$ cat src/rtl/fsq_pkg.sv
package fsq_pkg;

    typedef enum logic [1:0] {
        REF_BOOT = 2'd0,
        REF_VID  = 2'd1,
        REF_DAC  = 2'd2
    } ovref_e;

    typedef struct packed {
        logic uv_ok;
        logic fault;
        logic ocd;
    } core_st_t;

    typedef struct packed {
        logic   ov;
        ovref_e sel;
    } ovl_st_t;

endpackage

$ cat src/rtl/fsq_oc_delay.sv
module fsq_oc_delay #(
    parameter int DLY_BASE = 8,
    parameter int SEL_W    = 2
) (
    input  logic             clk,
    input  logic             rst_n,
    input  logic             clr_i,
    input  logic             tick_i,
    input  logic             oc_i,
    input  logic [SEL_W-1:0] sel_i,
    output logic             expire_o
);
    localparam int NSEL    = 1 << SEL_W;
    localparam int LIM_MAX = DLY_BASE << (NSEL - 1);
    localparam int CW      = $clog2(LIM_MAX + 1);

    typedef struct packed {
        logic [CW-1:0] cnt;
    } dly_st_t;

    logic [CW-1:0] lim_tab [NSEL];

    // one terminal count per frequency code: higher frequency, more cycles
    for (genvar g = 0; g < NSEL; g++) begin : g_lim
        assign lim_tab[g] = CW'(DLY_BASE << g);
    end

    dly_st_t       st_d, st_q;
    logic [CW-1:0] nxt;
    logic          expire;

    always_comb begin
        st_d   = st_q;
        expire = 1'b0;
        nxt    = st_q.cnt + 1'b1;
        if (clr_i) begin
            st_d.cnt = '0;
        end else if (tick_i) begin
            if (oc_i) begin
                if (nxt >= lim_tab[sel_i]) begin
                    expire   = 1'b1;
                    st_d.cnt = '0;
                end else begin
                    st_d.cnt = nxt;
                end
            end else begin
                st_d.cnt = '0;
            end
        end
    end

    always_ff @(posedge clk or negedge rst_n) begin
        if (!rst_n) st_q <= '0;
        else        st_q <= st_d;
    end

    assign expire_o = expire;

endmodule

$ cat src/rtl/fsq_ov_latch.sv
module fsq_ov_latch
    import fsq_pkg::*;
(
    input  logic   clk,
    input  logic   rst_n,
    input  logic   force_i,
    input  logic   clear_i,
    input  logic   ov_i,
    input  logic   boot_i,
    input  logic   pgood_i,
    output logic   ov_o,
    output ovref_e ref_o
);
    ovl_st_t st_d, st_q;

    always_comb begin
        st_d = st_q;
        if (force_i)      st_d.ov = 1'b1;
        else if (clear_i) st_d.ov = 1'b0;
        else              st_d.ov = st_q.ov | ov_i;

        if (boot_i)       st_d.sel = REF_BOOT;
        else if (pgood_i) st_d.sel = REF_DAC;
        else              st_d.sel = REF_VID;
    end

    always_ff @(posedge clk or negedge rst_n) begin
        if (!rst_n) begin
            st_q.ov  <= 1'b1;
            st_q.sel <= REF_BOOT;
        end else begin
            st_q <= st_d;
        end
    end

    assign ov_o  = st_q.ov;
    assign ref_o = st_q.sel;

endmodule

$ cat src/rtl/pwr_fault_seq.sv
module pwr_fault_seq
    import fsq_pkg::*;
#(
    parameter int DLY_BASE = 8,
    parameter int SEL_W    = 2
) (
    input  logic             clk,
    input  logic             rst_n,
    input  logic             sw_tick_i,
    input  logic [SEL_W-1:0] freq_sel_i,
    input  logic             oc_i,
    input  logic             ov_i,
    input  logic             uv_rise_i,
    input  logic             uv_fall_i,
    input  logic             ss_low_i,
    input  logic             dly_trip_i,
    input  logic             pgood_i,
    input  logic             boot_mode_i,
    output logic             fault_o,
    output logic             ea_pull_o,
    output logic             ss_dis_o,
    output logic             ovp_o,
    output logic             share_hi_o,
    output logic             pgood_o,
    output logic [1:0]       ovref_sel_o
);
    core_st_t st_d, st_q;
    logic     uv_ok_w;
    logic     fault_w;
    logic     cnt_clr;
    logic     oc_expire;
    logic     ovl_force;
    logic     ovl_clear;
    logic     ov_lat;
    ovref_e   ref_sel;

    assign uv_ok_w = st_q.uv_ok;
    assign fault_w = st_q.fault;

    // counter only runs in the pre-power-good, fault-free, supply-valid phase
    assign cnt_clr   = uv_fall_i | ~uv_ok_w | fault_w | pgood_i;
    assign ovl_force = uv_fall_i | (~uv_ok_w & ~uv_rise_i);
    assign ovl_clear = ~uv_fall_i & ~uv_ok_w & uv_rise_i;

    fsq_oc_delay #(
        .DLY_BASE (DLY_BASE),
        .SEL_W    (SEL_W)
    ) i_oc_delay (
        .clk      (clk),
        .rst_n    (rst_n),
        .clr_i    (cnt_clr),
        .tick_i   (sw_tick_i),
        .oc_i     (oc_i),
        .sel_i    (freq_sel_i),
        .expire_o (oc_expire)
    );

    fsq_ov_latch i_ov_latch (
        .clk     (clk),
        .rst_n   (rst_n),
        .force_i (ovl_force),
        .clear_i (ovl_clear),
        .ov_i    (ov_i),
        .boot_i  (boot_mode_i),
        .pgood_i (pgood_i),
        .ov_o    (ov_lat),
        .ref_o   (ref_sel)
    );

    always_comb begin
        st_d     = st_q;
        st_d.ocd = 1'b0;
        if (uv_fall_i) begin
            st_d.uv_ok = 1'b0;
            st_d.fault = 1'b1;
        end else if (!uv_ok_w) begin
            st_d.uv_ok = uv_rise_i;
            st_d.fault = ~uv_rise_i;
        end else if (fault_w) begin
            st_d.fault = ~ss_low_i;
        end else if (pgood_i) begin
            st_d.ocd = oc_i;
            if (oc_i && dly_trip_i) st_d.fault = 1'b1;
        end else if (oc_expire) begin
            st_d.fault = 1'b1;
        end
    end

    always_ff @(posedge clk or negedge rst_n) begin
        if (!rst_n) begin
            st_q.uv_ok <= 1'b0;
            st_q.fault <= 1'b1;
            st_q.ocd   <= 1'b0;
        end else begin
            st_q <= st_d;
        end
    end

    assign fault_o     = fault_w;
    assign ovp_o       = ov_lat;
    assign share_hi_o  = ov_lat;
    assign ea_pull_o   = fault_w | ov_lat;
    assign ss_dis_o    = fault_w | st_q.ocd;
    assign pgood_o     = pgood_i & ~fault_w & ~ov_lat;
    assign ovref_sel_o = ref_sel;

endmodule

$ cat config.mk
export PLATFORM = sky130hd
export DESIGN_NAME = pwr_fault_seq
export DESIGN_NICKNAME = d
export VERILOG_FILES = /design/src/rtl/fsq_pkg.sv /design/src/rtl/fsq_oc_delay.sv /design/src/rtl/fsq_ov_latch.sv /design/src/rtl/pwr_fault_seq.sv
export SDC_FILE = /design/constraint.sdc
export NUM_CORES = 1
export LEC_CHECK = 0
export BUFFER_PORTS_ARGS = -buffer_cell sky130_fd_sc_hd__clkbuf_2
export CORE_ASPECT_RATIO = 0.8
export CORE_MARGIN = 1
export CORE_UTILIZATION = 45
export DETAILED_ROUTE_END_ITERATION = 8
export GPL_TIMING_DRIVEN = 0
export PLACE_DENSITY = 0.76
export SLEW_MARGIN = 20
export SYNTH_ARGS = -nofsm -noshare
export SYNTH_HDL_FRONTEND = slang
export SYNTH_SLANG_ARGS = --single-unit
$ cat constraint.sdc
create_clock -name clk -period 4.3 [get_ports clk]
set_input_delay 0.43 -clock clk [delete_from_list [all_inputs] [get_ports clk]]
set_output_delay 0.43 -clock clk [all_outputs]
set_load 0.005 [all_outputs]
# Word level (Yosys, flattened, before mapping)
# Index checks and enable logic that the tools add are counted.
# totals
ff_bits	13
input_bits	13
# classes
add_sub_neg	1
magnitude_cmp	2
muxes	26
bitwise_logic	19
reduce_logical	2
# op_table
op	count
$mux W7	6
$mux W1	16
$bmux W7 S2	1
$add A7 B1 Y7 const B	1
$ge A7 B7 Y1	1
$or A1 B1 Y1	7
$mux W2	3
$not A1 Y1	6
$and A1 B1 Y1	5
$ge A3 B3 Y1 const B	1
$not A2 Y3	1
$reduce_bool A2 Y1	1
$logic_and A1 B1 Y1	1

# Logic depth before layout (Yosys ltp)
# logic_depth
depth_word	14
ltp_mapped	8
ltp_nobuf	8

# Cells and area by module
# From an unflattened synthesis, not the netlist that was laid out.
# unflattened
cells_unflattened	78
hier_area_um2	757.0
# by_module_without_submodules
mod	instances	cells_each	area_each_um2	seq_area_each_um2
fsq_oc_delay	1	51	476.7	175.2
pwr_fault_seq	1	20	176.4	76.3
fsq_ov_latch	1	7	103.8	76.3

# Least setup slack after synthesis
# OpenSTA, ideal clock, no wires.
# synth_path
path_kind	flip-flop to flip-flop
start	register i_oc_delay.st_q[0] (netlist bit)
end	register i_oc_delay.st_q[1] (netlist bit)
arrival_time_ns	1.989
required_time_ns	4.234
setup_slack_ns	2.245
stages_incl_launch_ff	9
path_cell_list	dfrtp_1 -> ha_1 -> nand3_1 -> xnor2_1 -> ha_1 -> and4_4 -> o311ai_4 -> and2_4 -> a32o_2
# synth_via
elab_chain_cells	6
# synth_lines
element	line_no	rtl
from (decl)	fsq_oc_delay.sv:28	dly_st_t st_d, st_q;
from (signal assigned)	fsq_oc_delay.sv:54	else st_q <= st_d;
$add A7 B1 Y7 (*)	fsq_oc_delay.sv:35	nxt = st_q.cnt + 1'b1;
$ge A7 B7 Y1	fsq_oc_delay.sv:40	if (nxt >= lim_tab[sel_i]) begin
$mux W7 (*)	fsq_oc_delay.sv:40	
$mux W7 (*)	fsq_oc_delay.sv:39	if (oc_i) begin
$mux W7 (*)	fsq_oc_delay.sv:38	end else if (tick_i) begin
$mux W7 (*)	fsq_oc_delay.sv:36	if (clr_i) begin
# Mark *: on every way between the ends. The rest lies on a longest branch, timed or not. The select of a mux whose other input is x is not followed.
# A chain may end at the register's enable or synchronous reset.

# Final worst setup path
# layout_path
start	register i_oc_delay.st_q[0] (netlist bit)
end	register i_oc_delay.st_q[6] (netlist bit)
# Same word-level chain as after synthesis.

==> reports/metrics.yaml <==
outcome:
  status: "finished clean"
final_layout:
  postLayoutCoreUtil_pct: 61.8
  areaGrowthSynthToFinish_pct: 19.9
  drive_above_1_share_pct: 36.6
  nets: 120
  diodes: 0
  stdcell_count: 122
  fill_cells: 138
clocking:
  insertion_delay_ns: 0.27
  clock-sinks: 13
  tritoncts: "yes"
  htreeDepth: 1
  cts_hold_repair.buffers: 0
  cts_resized: 0
  cts-buffers-inserted: 3
  post_cts_buffers: 0
  clkTransAtPathRegs_ns: 0.07
  cts_max_path_buffers: 2
  cts-root-buf: "clkbuf_4"
power_and_ir_drop:
  ir_worst_vdd_v: 0.000184
  power.leakage_uw: 0.000470
  p_per_area_mw_per_mm2: 254
sta:
  final.setup.tns_ns: 0
  final-max-slew-violation-count: 0
  fin_crit_ns: 2.27
  finalHoldViolCount: 0
  rsz0062_at_grt: "false"
  setup_viol: 0
  max_freq_mhz: 441
  slew_headroom_pct: 74.4
  finClkSkew_ns: 0.00298
  tightest_slew_ns: 0.384
  fin_crit_sh_pct: 52.7
  whs_ns: 0.0306
yosys:
  syn_avg_cell_area_um2: 9.94
  syn_nets: 95
  ys_types: 31
  syn_inst: 77
  ys_seq_area_share_pct: 42.8
  ys_seq_elements: 13
  netlist_area_um2: 766
  ys_warn_count: 0
worst_setup_path:
  r2r_start: "i_oc_delay.st_q[0]$_DFFE_PN0P_"
  critical_path.top_delay_family: "simple AND/OR/NAND/NOR gates"
  setup.worst_path.start: "i_oc_delay.st_q[0]$_DFFE_PN0P_"
  critPathLaunchType: "register"
  worstPathRequired_ns: 4.51
  endpoint_kind: "register"
  max_stage_delay_ns: 0.41
  crit_path_cell_trace: "ha_1, nand3_1, xnor2_1, ha_1, and4_4, o311ai_4, and2_4, a32o_2"
  path_depth: 8
  crit_type: "register to register"
  path_buf_inv: 0
  worstPathMaxFanout: 5
  arrival_ns: 2.48
  critPathSlowestCell: "dfrtp_1"
  reg2reg_depth: 8
  cp_common_cell: "ha_1"
routing:
  route.met3.wl_um: 84
  num_vias: 636
  wl_per_cell_um: 13.4
  drc: 0
  ant_nets: 0
  highest_layer: "met4"
  vias_per_cell: 5.21
  routed_wl_um: 1630
  firstDrtPassIters: 4
  wl_met2_um: 854
  drt_iter0_drc: 16
  m1WireLength_um: 676
global_routing:
  grt_overflow: 0
  grt_pass1_vias: 609
  grt_pass1_wl_um: 2660
  grt_max_degree: 14
  grt_use_total_pct: 21.9
  antenna_found_initial: 0
floorplan:
  dieWidth_um: 48.1
  io_pins: 21
  coreArea_mm2: 0.00149
  rows: 12
  fp.dieArea_mm2: 0.00187
  initial_core_util_pct: 51.5
  fp.dieH_um: 38.9
placed_design:
  hpwl_um: 1320
  gp_congestion: 0.805
  io_buffers: 20
  dp.cells: 118
run:
  max_cap_viol_count: 0
hold_path:
  hp-class: "input pin to async pin"
[registers in the layout, indices dropped and copies added (netlist names)]
name and cells:
fault_o 1, st_q 1, i_oc_delay.st_q 7, i_ov_latch.ov_o 1
i_ov_latch.ref_o 2, uv_ok_w 1
[through the flow]
step / instance area, µm² / power [µW] / setup WS, ns
2_1_floorplan: 766 / 146 / 2.24
3_5_place_dp: 892 / 164 / 2.05
4_1_cts: 918 / 237 / 2.04
5_1_grt: 918 / 246 / 1.89
3_3_place_gp: 892 / 162 / 2.11
6_report: 918 / 234 / 2.03
[cell usage after synthesis (all sizes together)]
library cell	number	area [µm²]
ha	5	62.6
nor2	8	30.0
nand2b	2	12.5
o311ai	1	26.3
and3	1	6.26
o2111ai	1	8.76
xor2	3	26.3
a31oi	1	6.26
nand4	1	6.26
o221ai	1	8.76
or2	2	12.5
o21ai	3	15.0
xnor2	1	8.76
a21oi	1	5.00
a32o	3	33.8
buf	2	12.5
nand2	13	48.8
nor4b	2	23.8
dfstp	2	52.6
clkbuf	1	3.75
and2	1	8.76
inv	1	3.75
dfrtp	11	275
and4	1	11.3
nand3	5	30.0
nor2b	3	18.8
and2b	1	7.51
[cells in the final DEF (no fill, tap or decap), types with 2 or more instances in the layout]
cell,count
or2_2,2
clkbuf_2,20
clkbuf_4,3
ha_1,5
clkbuf_1,2
nand2b_1,2
dfrtp_1,11
nor2_1,8
a32o_2,3
xor2_1,3
nand3_1,4
nor2b_1,3
o21ai_1,2
dfstp_2,2
nand2_1,13
[routing by layer]
metal	global-route usage [%]	up-vias
li1	-	320
met3	7.94	2
met1	25.6	295
met4	5.56	0
met5	0	-
met2	37.5	19
[cells by family after synthesis]
group / count (synthesis) / share of synthesized area, %
AOI/OAI and AO/OA: 11 / 13.6
xor gates and xnor gates: 4 / 4.58
adders and majority gates: 5 / 8.17
buffers and inverters: 4 / 2.61
DFF: 13 / 42.8
and+or+nand+nor: 40 / 28.3
[cell type report]
type	instances	area [µm²]	share of cell area, %
Sequential cell	13	328	35.7
Clock buffer	4	26.3	2.86
Buffer	3	16.3	1.77
Timing Repair Buffer	20	100	10.9
Tap cell	21	26.3	2.86
Multi-Input combinational cell	60	418	45.5
Inverter	1	3.75	0.409
[report_power, final]
group          total (µW)  switching (µW)  internal [µW]
Combinational        31.5            16.3           15.2
Clock                72.3            36.3           36.0
Sequential            130            3.25            127
Total                 234            55.9            178
[worst reg2reg max path, stage by stage, from the launching register on]
cell      delay, ns
dfrtp_1        0.41
ha_1           0.25
nand3_1        0.11
xnor2_1        0.20
ha_1           0.27
and4_4         0.20
o311ai_4       0.33
and2_4         0.25
a32o_2         0.17
[final timing paths]
kind / end / slack (ns)
hold reg to reg: i_oc_delay.st_q[4]$_DFFE_PN0P_ / 0.52
hold / removal: st_q[0]$_DFF_PN0_ / 0.03
min in group clk: i_ov_latch.ref_o[0]$_DFF_PN0_ / 0.32
setup / recovery: i_oc_delay.st_q[6]$_DFFE_PN0P_ / 2.03
max in group asynchronous: i_ov_latch.ov_o$_DFF_PN1_ / 3.98
setup reg to reg: i_oc_delay.st_q[6]$_DFFE_PN0P_ / 2.03
(Power assumes the default switching activity.)
